==> config.mk <==
export PLATFORM = sky130hd
export DESIGN_NAME = lbuf_partition
export DESIGN_NICKNAME = d
export VERILOG_FILES = /design/src/rtl/lbuf_pkg.sv /design/src/rtl/lbuf_cfg_reg.sv /design/src/rtl/lbuf_range.sv /design/src/rtl/lbuf_xlate.sv /design/src/rtl/lbuf_partition.sv
export SDC_FILE = /design/constraint.sdc
export NUM_CORES = 1
export LEC_CHECK = 0
export BUFFER_PORTS_ARGS = -buffer_cell sky130_fd_sc_hd__buf_4
export CAP_MARGIN = 20
export CORE_MARGIN = 2
export CORE_UTILIZATION = 30
export CTS_CLUSTER_SIZE = 25
export DETAILED_ROUTE_END_ITERATION = 10
export PLACE_DENSITY_LB_ADDON = 0.12
export SYNTH_ARGS = -nofsm -noshare
export SYNTH_HDL_FRONTEND = slang
export SYNTH_HIERARCHICAL = 1
export SYNTH_SLANG_ARGS = --single-unit
export TNS_END_PERCENT = 10
==> constraint.sdc <==
create_clock -name clk_i -period 10.1 [get_ports clk_i]
set_input_delay 1.01 -clock clk_i [delete_from_list [all_inputs] [get_ports clk_i]]
set_output_delay 1.01 -clock clk_i [all_outputs]
set_load 0.05 [all_outputs]
==> src/rtl/lbuf_pkg.sv <==
package lbuf_pkg;
  typedef enum logic [1:0] {
    PS_HALF   = 2'd0,
    PS_D1_3Q  = 2'd1,
    PS_D1_ALL = 2'd2,
    PS_D1_1Q  = 2'd3
  } preset_e;

  localparam int unsigned MAN_BIT = 2;
  localparam int unsigned FLD_LSB = 4;
  localparam int unsigned NUM_DISP = 2;
endpackage

==> src/rtl/lbuf_cfg_reg.sv <==
module lbuf_cfg_reg #(
  parameter int unsigned CFG_W = 15,
  parameter int unsigned MAN_W = 11
) (
  input  logic             clk_i,
  input  logic             rst_ni,
  input  logic             we_i,
  input  logic [CFG_W-1:0] wdata_i,
  input  logic             frame_start_i,
  output logic [CFG_W-1:0] staged_o,
  output logic [1:0]       act_code_o,
  output logic             act_man_o,
  output logic [MAN_W-1:0] act_fld_o
);
  import lbuf_pkg::*;

  logic [CFG_W-1:0] staged_q;
  logic [1:0]       code_q;
  logic             man_q;
  logic [MAN_W-1:0] fld_q;

  always_ff @(posedge clk_i or negedge rst_ni) begin
    if (!rst_ni) staged_q <= '0;
    else if (we_i) staged_q <= wdata_i;
  end

  // active copy only moves on frame boundary
  always_ff @(posedge clk_i or negedge rst_ni) begin
    if (!rst_ni) begin
      code_q <= '0;
      man_q  <= 1'b0;
      fld_q  <= '0;
    end else if (frame_start_i) begin
      code_q <= staged_q[1:0];
      man_q  <= staged_q[MAN_BIT];
      fld_q  <= staged_q[FLD_LSB +: MAN_W];
    end
  end

  assign staged_o   = staged_q;
  assign act_code_o = code_q;
  assign act_man_o  = man_q;
  assign act_fld_o  = fld_q;

  a_r2_stage: assert property (@(posedge clk_i) disable iff (!rst_ni)
    we_i |=> staged_q == $past(wdata_i));
  a_r3_hold: assert property (@(posedge clk_i) disable iff (!rst_ni)
    !frame_start_i |=> $stable(code_q) && $stable(man_q) && $stable(fld_q));
  a_r3_load: assert property (@(posedge clk_i) disable iff (!rst_ni)
    frame_start_i |=> {fld_q, man_q, code_q} ==
      $past({staged_q[FLD_LSB +: MAN_W], staged_q[MAN_BIT], staged_q[1:0]}));
endmodule

==> src/rtl/lbuf_range.sv <==
module lbuf_range #(
  parameter int unsigned DEPTH = 4096,
  parameter int unsigned AW    = $clog2(DEPTH),
  parameter int unsigned MAN_W = AW - 1
) (
  input  logic [1:0]       code_i,
  input  logic             man_i,
  input  logic [MAN_W-1:0] fld_i,
  output logic [AW:0]      d1_size_o,
  output logic [AW:0]      d2_base_o,
  output logic [AW:0]      d2_size_o
);
  import lbuf_pkg::*;

  localparam logic [AW:0] SZ_FULL = (AW+1)'(DEPTH);
  localparam logic [AW:0] SZ_HALF = (AW+1)'(DEPTH / 2);
  localparam logic [AW:0] SZ_QTR  = (AW+1)'(DEPTH / 4);
  localparam logic [AW:0] SZ_3Q   = (AW+1)'(3 * (DEPTH / 4));

  logic [AW:0] preset_sz;

  always_comb begin
    unique case (preset_e'(code_i))
      PS_HALF:   preset_sz = SZ_HALF;
      PS_D1_3Q:  preset_sz = SZ_3Q;
      PS_D1_ALL: preset_sz = SZ_FULL;
      PS_D1_1Q:  preset_sz = SZ_QTR;
      default:   preset_sz = SZ_HALF;
    endcase
  end

  // manual field holds half of the D1 end
  assign d1_size_o = man_i ? {1'b0, fld_i, 1'b0} : preset_sz;
  assign d2_base_o = d1_size_o;
  assign d2_size_o = SZ_FULL - d1_size_o;
endmodule

==> src/rtl/lbuf_xlate.sv <==
module lbuf_xlate #(
  parameter int unsigned AW = 12
) (
  input  logic          clk_i,
  input  logic          rst_ni,
  input  logic [AW:0]   base_i,
  input  logic [AW:0]   size_i,
  input  logic          req_i,
  input  logic [AW-1:0] la_i,
  output logic          vld_o,
  output logic          oor_o,
  output logic [AW-1:0] pa_o
);
  logic [AW:0] sum;
  logic        in_rng;
  logic        vld_q, oor_q;
  logic [AW-1:0] pa_q;

  assign sum    = base_i + {1'b0, la_i};
  assign in_rng = ({1'b0, la_i} < size_i) && !sum[AW];

  always_ff @(posedge clk_i or negedge rst_ni) begin
    if (!rst_ni) begin
      vld_q <= 1'b0;
      oor_q <= 1'b0;
      pa_q  <= '0;
    end else begin
      vld_q <= req_i && in_rng;
      oor_q <= req_i && !in_rng;
      pa_q  <= (req_i && in_rng) ? sum[AW-1:0] : '0;
    end
  end

  assign vld_o = vld_q;
  assign oor_o = oor_q;
  assign pa_o  = pa_q;

  a_r10_idle: assert property (@(posedge clk_i) disable iff (!rst_ni)
    !req_i |=> !vld_o && !oor_o);
  a_r8_excl: assert property (@(posedge clk_i) disable iff (!rst_ni)
    req_i |=> vld_o != oor_o);
  a_r9_zero: assert property (@(posedge clk_i) disable iff (!rst_ni)
    (req_i && size_i == '0) |=> oor_o && !vld_o);
  a_r8_addr0: assert property (@(posedge clk_i) disable iff (!rst_ni)
    oor_o |-> pa_o == '0);
endmodule

==> src/rtl/lbuf_partition.sv <==
module lbuf_partition #(
  parameter int unsigned DEPTH = 4096,
  parameter int unsigned AW    = $clog2(DEPTH),
  parameter int unsigned MAN_W = AW - 1,
  parameter int unsigned CFG_W = lbuf_pkg::FLD_LSB + MAN_W
) (
  input  logic             clk_i,
  input  logic             rst_ni,
  input  logic             cfg_we_i,
  input  logic [CFG_W-1:0] cfg_wdata_i,
  output logic [CFG_W-1:0] cfg_rdata_o,
  input  logic             frame_start_i,
  output logic [AW:0]      split_o,
  input  logic             d1_req_i,
  input  logic [AW-1:0]    d1_addr_i,
  output logic             d1_vld_o,
  output logic             d1_oor_o,
  output logic [AW-1:0]    d1_addr_o,
  input  logic             d2_req_i,
  input  logic [AW-1:0]    d2_addr_i,
  output logic             d2_vld_o,
  output logic             d2_oor_o,
  output logic [AW-1:0]    d2_addr_o
);
  import lbuf_pkg::*;

  logic [1:0]       act_code;
  logic             act_man;
  logic [MAN_W-1:0] act_fld;
  logic [AW:0]      d1_size, d2_base, d2_size;

  lbuf_cfg_reg #(.CFG_W(CFG_W), .MAN_W(MAN_W)) u_reg (
    .clk_i, .rst_ni,
    .we_i          (cfg_we_i),
    .wdata_i       (cfg_wdata_i),
    .frame_start_i (frame_start_i),
    .staged_o      (cfg_rdata_o),
    .act_code_o    (act_code),
    .act_man_o     (act_man),
    .act_fld_o     (act_fld)
  );

  lbuf_range #(.DEPTH(DEPTH), .AW(AW), .MAN_W(MAN_W)) u_range (
    .code_i    (act_code),
    .man_i     (act_man),
    .fld_i     (act_fld),
    .d1_size_o (d1_size),
    .d2_base_o (d2_base),
    .d2_size_o (d2_size)
  );

  assign split_o = d1_size;

  logic [AW:0]   base_a [NUM_DISP];
  logic [AW:0]   size_a [NUM_DISP];
  logic          req_a  [NUM_DISP];
  logic [AW-1:0] la_a   [NUM_DISP];
  logic          vld_a  [NUM_DISP];
  logic          oor_a  [NUM_DISP];
  logic [AW-1:0] pa_a   [NUM_DISP];

  assign base_a[0] = '0;
  assign size_a[0] = d1_size;
  assign req_a[0]  = d1_req_i;
  assign la_a[0]   = d1_addr_i;
  assign base_a[1] = d2_base;
  assign size_a[1] = d2_size;
  assign req_a[1]  = d2_req_i;
  assign la_a[1]   = d2_addr_i;

  for (genvar g = 0; g < NUM_DISP; g++) begin : g_disp
    lbuf_xlate #(.AW(AW)) u_xl (
      .clk_i, .rst_ni,
      .base_i (base_a[g]),
      .size_i (size_a[g]),
      .req_i  (req_a[g]),
      .la_i   (la_a[g]),
      .vld_o  (vld_a[g]),
      .oor_o  (oor_a[g]),
      .pa_o   (pa_a[g])
    );
  end

  assign d1_vld_o  = vld_a[0];
  assign d1_oor_o  = oor_a[0];
  assign d1_addr_o = pa_a[0];
  assign d2_vld_o  = vld_a[1];
  assign d2_oor_o  = oor_a[1];
  assign d2_addr_o = pa_a[1];

  a_r4_fit: assert property (@(posedge clk_i) disable iff (!rst_ni)
    (d1_size + d2_size) == (AW+1)'(DEPTH) && d1_size <= (AW+1)'(DEPTH));
endmodule

### Yosys cells after proc, flatten, opt, wreduce, memory -nomap -nowiden

Index checks and enable logic that the tools add are counted.

* register bits after elaboration: 57
* input bits: 45
* output and inout bits: 56
* word-level logic and storage cells: 30

* add/subtract/negate cells: 2
* magnitude comparators: 2
* equal/unequal tests: 3
* muxes and demuxes: 4
* reduce and logical (&&, ||, !) cells: 9

Operator list (count)
* $pmux W13 S4: 1
* $lt A12 B13 Y1: 2
* $mux W12: 2
* $add A13 B12 Y13: 1
* $mux W13: 1
* $sub A13 B13 Y13 const A: 1
* $logic_and A1 B1 Y1: 5
* $eq A2 B2 Y1 const B: 2
* $logic_not A1 Y1: 3
* $eq A2 B1 Y1 const B: 1
* $logic_not A2 Y1: 1

### Logic depth before layout (Yosys ltp)

Gate-level depths: netlist of the first run.

* depth in word-level cells: 8
* depth in mapped cells: 15
* mapped depth without buffers: 13

### Cells and area by module

Netlist of the first run, hierarchy kept.

By module, submodules not included
* lbuf_xlate at g_disp[0].u_xl: instances 1, cells an instance 149, area an instance 1327.5 µm², seq. area each 350.3 µm²
* lbuf_xlate at g_disp[1].u_xl: instances 1, cells an instance 146, area an instance 1312.5 µm², seq. area each 350.3 µm²
* lbuf_cfg_reg: instances 1, cells an instance 61, area an instance 1132.3 µm², seq. area each 725.7 µm²
* lbuf_range: instances 1, cells an instance 73, area an instance 467.9 µm², seq. area each 0.0 µm²
* lbuf_partition: instances 1, cells an instance 1, area an instance 3.8 µm², seq. area each 0.0 µm²

### Worst setup path after synthesis of the first run

OpenSTA, ideal clock, no wires.

* path type: register -> register
* from: register u_reg.man_q, in the netlist u_reg/act_man_o
* to: register g_disp[1].u_xl.pa_q[7]
* setup time: 0.070 ns
* data arrival time: 3.187 ns
* data required time: 10.030 ns
* setup slack: 6.844 ns
* cell stages (with the launch flop): 16
* path buffers: 2
* clock period less this slack: 3.256 ns
* cells stage by stage: dfrtp_1 -> clkbuf_1 -> nand2_1 -> ha_1 -> inv_1 -> or4_1 -> a221oi_1 -> inv_1 -> ha_1 -> a21o_1 -> a211oi_1 -> o21ai_0 -> a22oi_2 -> nand4_2 -> buf_6 -> nor2_2

* longest elaborated chain between the ends: 6
* elaborated cells between the ends (all ways): 8
* classes of those cells: add/sub (2); order compare (1); mux (2); reduce/logical (3)

RTL lines
* start, declared: line lbuf_cfg_reg.sv:19 `logic man_q;`
* start signal, assigned: line lbuf_cfg_reg.sv:35 `man_q <= staged_q[MAN_BIT];`
* $mux W13: line lbuf_range.sv:33 `assign d1_size_o = man_i ? {1'b0, fld_i, 1'b0} : preset_sz;`
* $sub A13 B13 Y13: line lbuf_range.sv:35 `assign d2_size_o = SZ_FULL - d1_size_o;`
* named net d2_size[9]: line lbuf_partition.sv:30 `logic [AW:0] d1_size, d2_base, d2_size;`
* $lt A12 B13 Y1: line lbuf_xlate.sv:20 `assign in_rng = ({1'b0, la_i} < size_i) && !sum[AW];`
* $logic_and A1 B1 Y1: line lbuf_xlate.sv:20
* $logic_and A1 B1 Y1: line lbuf_xlate.sv:30 `pa_q <= (req_i && in_rng) ? sum[AW-1:0] : '0;`
* $mux W12: line lbuf_xlate.sv:30
* end signal, assigned: line lbuf_xlate.sv:30
* end, declared: line lbuf_xlate.sv:17 `logic [AW-1:0] pa_q;`

The timed path passes the listed nets, and every way through them passes these cells.
A chain may end at the register's enable or synchronous reset.

### Worst setup path in the final report of the first run

* from: register u_reg.man_q, in the netlist u_reg/act_man_o
* to: register g_disp[1].u_xl.pa_q[3]

The elaborated chain is that of the path after synthesis.

==> results of run 1 <==
==> per-layer routing <==
metal	vias up	global-route usage, %	wire length [um]
li1	1676	-	-
met3	11	4.06	632
met2	81	21.5	4640
met5	-	0	0
met4	0	6.03	171
met1	1530	18.3	4550
==> stage by stage <==
stage	instance area, um2	utilization (%)
finish	5410	39.2
global route	5410	39.2
CTS	5410	39.2
detailed placement	5090	36.8
global placement	5090	36.8
floorplan	4310	-
==> worst max path at each step <==
stage | startpoint | slack, ns | end | depth (start not counted)
2_1_floorplan | u_reg/act_man_o$_DFFE_PN0P_ | 6.84 | g_disp[1].u_xl/pa_o[7]$_DFF_PN0_ | 15
5_1_grt | u_reg/act_man_o$_DFFE_PN0P_ | 5.94 | g_disp[1].u_xl/pa_o[10]$_DFF_PN0_ | 13
3_5_place_dp | u_reg/act_man_o$_DFFE_PN0P_ | 6.18 | g_disp[1].u_xl/pa_o[3]$_DFF_PN0_ | 13
6_report | u_reg/act_man_o$_DFFE_PN0P_ | 6.16 | g_disp[1].u_xl/pa_o[3]$_DFF_PN0_ | 13
4_1_cts | u_reg/act_man_o$_DFFE_PN0P_ | 6.17 | g_disp[1].u_xl/pa_o[3]$_DFF_PN0_ | 13
3_3_place_gp | u_reg/act_fld_o[4]$_DFFE_PN0P_ | 6.29 | g_disp[1].u_xl/pa_o[10]$_DFF_PN0_ | 11
==> final cells by class <==
cell class / instances / area (um2) / share of cell area [%]
Multi-Input combinational cell: 322 / 2520 / 46.5
Sequential cell: 57 / 1430 / 26.3
Timing Repair Buffer: 99 / 743 / 13.7
Clock buffer: 15 / 298 / 5.50
Tap cell: 180 / 225 / 4.16
Inverter: 46 / 173 / 3.19
Clock inverter: 1 / 30.0 / 0.555
==> Yosys cell counts, drive strengths merged (3+ instances only) <==
cell type / instances
xor2: 11
o21ai: 25
nand2: 18
nand3: 6
nor2: 40
nor3b: 7
o211ai: 3
a211oi: 8
xnor2: 8
mux2: 29
or2: 4
a21o: 11
and2: 7
nor4: 5
nand2b: 6
inv: 46
nor3: 8
a21oi: 21
or3: 3
buf: 22
dfrtp: 57
ha: 47
o21a: 7
==> cells by family (layout without fill, tap and decap cells) <==
family / Yosys count / count (layout) / share of synthesized area, %
AO/OA/AOI/OAI: 90 / 90 / 14.3
buffers and inverters: 69 / 161 / 8.64
other: 2 / 20 / 0.177
XOR/XNOR: 19 / 19 / 3.92
AND/OR/NAND/NOR: 113 / 113 / 15.5
multiplexers: 31 / 31 / 9.05
flip-flops: 57 / 57 / 33.6
adder cells (fa/ha/maj): 49 / 49 / 14.8
==> registers in the layout, indices dropped and copies added (netlist names) <==
register and count:
g_disp.u_xl/oor_o 2, g_disp.u_xl/pa_o 24, g_disp.u_xl/vld_o 2, u_reg/act_code_o 2
u_reg/act_fld_o 11, u_reg/act_man_o 1, u_reg/staged_o 15
==> power by group through the flow <==
stage | sequential (mW) | combinational (mW) | clock (mW)
after floorplan | 0.362 | 0.251 | 0
after global placement | 0.285 | 0.431 | 0
after global routing | 0.287 | 0.471 | 0.346
after CTS | 0.283 | 0.433 | 0.334
final | 0.282 | 0.432 | 0.323
after detailed placement | 0.286 | 0.432 | 0
==> impl_results.md, run 1 <==
- Synthesized flop and latch total: 57
- Final WS setup: 6.16 ns
- CP endpoint kind: flip-flop
- Chip width: 123 um
- Final Hold Viols: 0
- Seq/Total Area, Yosys: 33.6%
- Rows: 43
- Core area: 0.0138 mm2
- Pre-CTS WS: 6.18 ns
- Sw frac: 38.1%
- Largest cells by area after synthesis: dfrtp_1 34%, ha_1 14%, mux2_2 5.0%, inv_1 4.1%, mux2_4 3.5%
- CP peak stage delay: 0.53 ns
- Post-Layout Cell Count: 720
- Max-slew violation count: 0
- Residual DRC count: 0
- Vert. Die Dim: 123 um
- Crit path required time: 10.32 ns
- Period utilization: 39.1%
- Worst path bufs/invs: 2
- Unrepaired setup endpoints after global routing: false
- Hold EP: u_reg/staged_o[3]$_DFFE_PN0P_
- RR Endpoint: g_disp[1].u_xl/pa_o[3]$_DFF_PN0_
- Internal: 0.642 mW
- Nets: 629
- Starting density of the core: 30.7%
- Max_cap viols: 0
- Routed length per placed instance: 13.9 um
- Crit-path slowest cell: or4_1
- All-Layer GR Usage: 14.0%
- Post-CTS sizing: 0
- Leading area contributor after synthesis: dfrtp_1
- Max clock buf depth: 2
- First drt pass iteration count: 4
- CP delay by family, top: simple AND/OR/NAND/NOR gates
- Vias in the first global route: 3162
- Clock root buffer master: clkbuf_16
- Cells after Synth: 430
- VDD IR max: 0.0851 mV
- Crit-path cells: nand2_1 > ha_1 > inv_1 > or4_1 > a221oi_1 > inv_1 > ha_1 > a21o_1 > a211oi_1 > o21ai_0 > a22oi_2 > nand4_2 > nor3_1
- Hold wc startpoint: u_reg/staged_o[3]$_DFFE_PN0P_
- Num CTS Buffers: 9
- CTS Hold Bufs: 0
- Final min period: 3.94 ns
- Grt ovf: 0
- Tot Pwr: 1.04 mW
- Post-CTS setup repair buffer count: 0
- Pwr/cell area: 192 mW/mm2
- Placed Cells: 704
- Reg-to-reg slack, setup: 6.16 ns
- Hold slack: 0.521 ns
- Most frequent cells in the layout: 99 x buf_4, 57 x dfrtp_1, 47 x ha_1
- YS warnings: 6
- Routed vias/inst: 4.58
- Synth top area share: 33.6%
- Final setup violation count: 0
- P_sw: 0.395 mW
- CTS Sinks: 57
- Slew @ Worst Pin: 0.713 ns
- Worst Hold Depth: 1
- Commonest non-fill, non-tap cell in the layout: buf_4
- CTS tree: yes
- Initial antenna violation count: 0
- Area delta synth->final: 27.6%
- Inserted Diodes: 0
- Cell variety after synth: 53
- Syn Area/Cell: 9.87 um2
- Worst-Skew Late Latency: 0.33 ns
- Outcome: complete, no violations
- Largest net degree at the start of global routing: 58
- CP max FO: 17
- Worst min path class: flip-flop to flip-flop
- Synth Cell Area: 0.00424 mm2
- Slew HR: 52.5%
- Achievable Freq: 254 MHz
- Worst path arrival time: 4.17 ns
- Die Footprint: 0.0151 mm2
- Setup TNS: 0 ns
- Clock-pin slew on the worst setup and hold paths: 0.05 ns
- Setup crit start kind: flip-flop
- HPWL Detailed: 8210 um
- Combinational Power Share: 41.6%
- Primary FF master, synth: dfrtp_1
- Launching point of the worst reg2reg path: u_reg/act_man_o$_DFFE_PN0P_
- First-pass GRT wire length: 16100 um
- Fill count: 1388
- Number of buffers added on ports: 99
- Post-synth EDFFs: 0
- Clk pwr share: 31.2%
- Routability cong.: 0.842
- Routed WL: 9990 um
- Vias: 3298
- Async S/R FF share, synth: 100%
- DR iter-0 viols: 182
- Routed Antenna Nets: 0
- Register share of total power: 27.2%
- Crit Path Class: flip-flop to flip-flop
- Leakage power: 2.65 nW
- Reg2Reg Depth: 13
- Share of layout cells above drive strength 1: 33.1%
- H-tree levels: 3
- IO Count: 101
- Worst clock skew: 0.00450 ns
Power figures use the tool's default switching activity.
==> inputs of run 2 (changes only) <==
==> constraint.sdc (replaced) <==
create_clock -name clk_i -period 3.4 [get_ports clk_i]
set_input_delay 0.34 -clock clk_i [delete_from_list [all_inputs] [get_ports clk_i]]
set_output_delay 0.34 -clock clk_i [all_outputs]
set_load 0.05 [all_outputs]
==> impl_results.md, run 2 (synthesized netlist as in run 1, its figures left out) <==
- Outcome: complete, no violations
- Placed Cells: 716 (+1.7%)
- Routability cong.: 0.826 (-1.9%)
- Starting density of the core: 30.7% (unchanged)
- Nets: 644 (+2.4%)
- Core area: 0.0138 mm2 (unchanged)
- Clock root buffer master: clkbuf_16
- Unrepaired setup endpoints after global routing: false
- Reg2Reg Depth: 12 (-1)
- Routed Antenna Nets: 0 (unchanged)
- Crit-path slowest cell: or4_1
- Final design utilization: 40.1% (+0.93 points)
- HPWL Detailed: 8300 um (+1.1%)
- CP endpoint kind: flip-flop
- Pwr/cell area: 564 mW/mm2 (+190%)
- Vias: 3387 (+2.7%)
- Vert. Die Dim: 123 um (unchanged)
- Routed WL: 10200 um (+2.4%)
- Setup crit start kind: flip-flop
- Area of the multi-input gates: 0.00254 mm2 (+0.79%)
- Clock-pin slew on the worst setup and hold paths: 0.05 ns (about the same)
- All-Layer GR Usage: 14.6% (+0.63 points)
- RR Endpoint: g_disp[1].u_xl/pa_o[4]$_DFF_PN0_
- Number of buffers added on ports: 99 (unchanged)
- Initial antenna violation count: 0 (unchanged)
- Max clock buf depth: 2 (unchanged)
- Final min period: 3.22 ns (-0.720 ns)
- Final Hold Viols: 0 (unchanged)
- Inserted Diodes: 0 (unchanged)
- Die Footprint: 0.0151 mm2 (unchanged)
- Crit path required time: 3.67 ns (-6.65 ns)
- Largest net degree at the start of global routing: 58 (unchanged)
- Share of layout cells above drive strength 1: 35.5% (+2.3 points)
- Routed length per placed instance: 13.9 um (+0.30%)
- Register share of total power: 26.5% (-0.7 points)
- First-pass GRT wire length: 16700 um (+4.1%)
- Most common cell on crit path: or4_1
- Hold slack: 0.0521 ns (-0.469 ns)
- Area delta synth->final: 30.6%
- Chip width: 123 um (unchanged)
- Reg-to-reg slack, setup: 0.18 ns (-5.98 ns)
- Setup TNS: 0 ns (unchanged)
- DR iter-0 viols: 135 (-26%)
- Max_cap viols: 0 (unchanged)
- CP peak stage delay: 0.54 ns (about the same)
- Slew @ Worst Pin: 0.711 ns (-0.00206 ns)
- Combinational Power Share: 43.6% (+2.0 points)
- Grt ovf: 0 (unchanged)
- VDD IR max: 0.235 mV (+180%)
- Worst clock skew: 0.00244 ns (-0.00207 ns)
- Sw frac: 38.7% (+0.62 points)
- Most frequent cells in the layout: 112 x buf_4, 57 x dfrtp_1, 47 x ha_1
- Num CTS Buffers: 9 (unchanged)
- Leakage power: 2.72 nW (+2.5%)
- Reg area: 0.00143 mm2 (unchanged)
- CTS Sinks: 57 (unchanged)
- Fill count: 1395 (+0.50%)
- Clk pwr share: 29.9% (-1.3 points)
- P_sw: 1.21 mW (+210%)
- Post-Layout Cell Count: 735 (+2.1%)
- Max reg flops: 24 (unchanged)
- CTS tree: yes
- Crit-path cells: or4_1 > or4_1 > a221oi_2 > inv_1 > ha_1 > a21o_1 > a211oi_2 > o21ai_1 > a22oi_2 > nand4_4 > buf_6 > nor2_2
- Vias in the first global route: 3354 (+6.1%)
- Achievable Freq: 310 MHz (+22%)
- IO Count: 101 (unchanged)
- Setup crit end: g_disp[1].u_xl/pa_o[4]$_DFF_PN0_
- Internal: 1.92 mW (+200%)
- H-tree levels: 3 (unchanged)
- Worst-Skew Late Latency: 0.34 ns (about the same)
- CP startpoint: u_reg/act_fld_o[4]$_DFFE_PN0P_
- Launching point of the worst reg2reg path: u_reg/act_fld_o[4]$_DFFE_PN0P_
- Rows: 43 (unchanged)
- Worst min path class: primary input to async pin
- Period utilization: 94.8% (+56 points)
- Residual DRC count: 0 (unchanged)
- First drt pass iteration count: 4 (unchanged)
- Max-slew violation count: 0 (unchanged)
- Routed vias/inst: 4.61 (+0.60%)
- Worst path arrival time: 3.50 ns (-0.67 ns)
- Commonest non-fill, non-tap cell in the layout: buf_4
- Final setup violation count: 0 (unchanged)
- Crit Path Class: flip-flop to flip-flop
- CP max FO: 6 (-11)
- Slew HR: 52.6% (+0.14 points)
[run 2: cell types whose count changed in the layout (fill, tap and decap cells not counted), moves of 2 or more]
cell        before  now
clkinvlp_4       0    2
buf_4           99  112
clkbuf_8         5    3
buf_6            0    2
[run 2: area by class of cell]
type | instances | area share [%]
Clock buffer | 12 | 4.81
Clock inverter | 4 | 0.903
Inverter | 46 | 3.12
Multi-Input combinational cell | 322 | 45.8
Sequential cell | 57 | 25.7
Tap cell | 180 | 4.06
Timing Repair Buffer | 114 | 15.6
[run 2: power by group through the flow]
stage / registers, mW / logic (mW) / clock network [mW]
floorplan: 1.08 / 0.744 / 0
global placement: 0.839 / 1.32 / 0
detailed placement: 0.842 / 1.33 / 0
CTS: 0.831 / 1.34 / 0.970
global route: 0.842 / 1.50 / 1.00
finish: 0.828 / 1.36 / 0.936
[run 2: timing repair]
item | 4_1_cts | 5_1_grt
hold buffers | 0 | 0
buffers inserted | 0 | 3
resized for setup | 0 | 6
endpoints found under the setup margin | 0 | 13
[run 2: critical path, delay by kind of cell (launching register included)]
family                   cells  cell delay, ns
AO/OA/AOI/OAI                5            0.98
buffers and inverters        2            0.26
AND/OR/NAND/NOR              4            1.24
adder cells (fa/ha/maj)      1            0.31
flip-flops                   1            0.37
[run 2: per-layer routing]
metal / vias up / global-route usage (%) / share of wire (%) / wire length (um)
met5: - / 0 / 0 / 0
met4: 0 / 6.47 / 1.9 / 191
met3: 13 / 3.92 / 6.1 / 619
met2: 84 / 23.1 / 46 / 4730
met1: 1571 / 18.8 / 46 / 4680
li1: 1719 / - / - / -
[run 2: stage by stage]
stage               instance area (um2)  worst slack, ns  power [mW]
floorplan                          4310            0.144        1.82
global placement                   5180           0.0406        2.16
detailed placement                 5180           0.0309        2.17
CTS                                5490          0.00250        3.14
global route                       5540          0.00527        3.34
finish                             5540            0.176        3.13
[run 2: worst min path at each step]
| stage | startpoint | end | slack [ns] | cells past startpoint |
|---|---|---|---|---|
| floorplan | rst_ni | g_disp[0].u_xl/oor_o$_DFF_PN0_ | 0.04 | 0 |
| global placement | rst_ni | g_disp[0].u_xl/vld_o$_DFF_PN0_ | 0.45 | 1 |
| detailed placement | rst_ni | g_disp[0].u_xl/vld_o$_DFF_PN0_ | 0.45 | 1 |
| CTS | rst_ni | g_disp[0].u_xl/vld_o$_DFF_PN0_ | 0.09 | 1 |
| global route | rst_ni | g_disp[0].u_xl/vld_o$_DFF_PN0_ | 0.11 | 1 |
| finish | rst_ni | g_disp[0].u_xl/vld_o$_DFF_PN0_ | 0.05 | 1 |
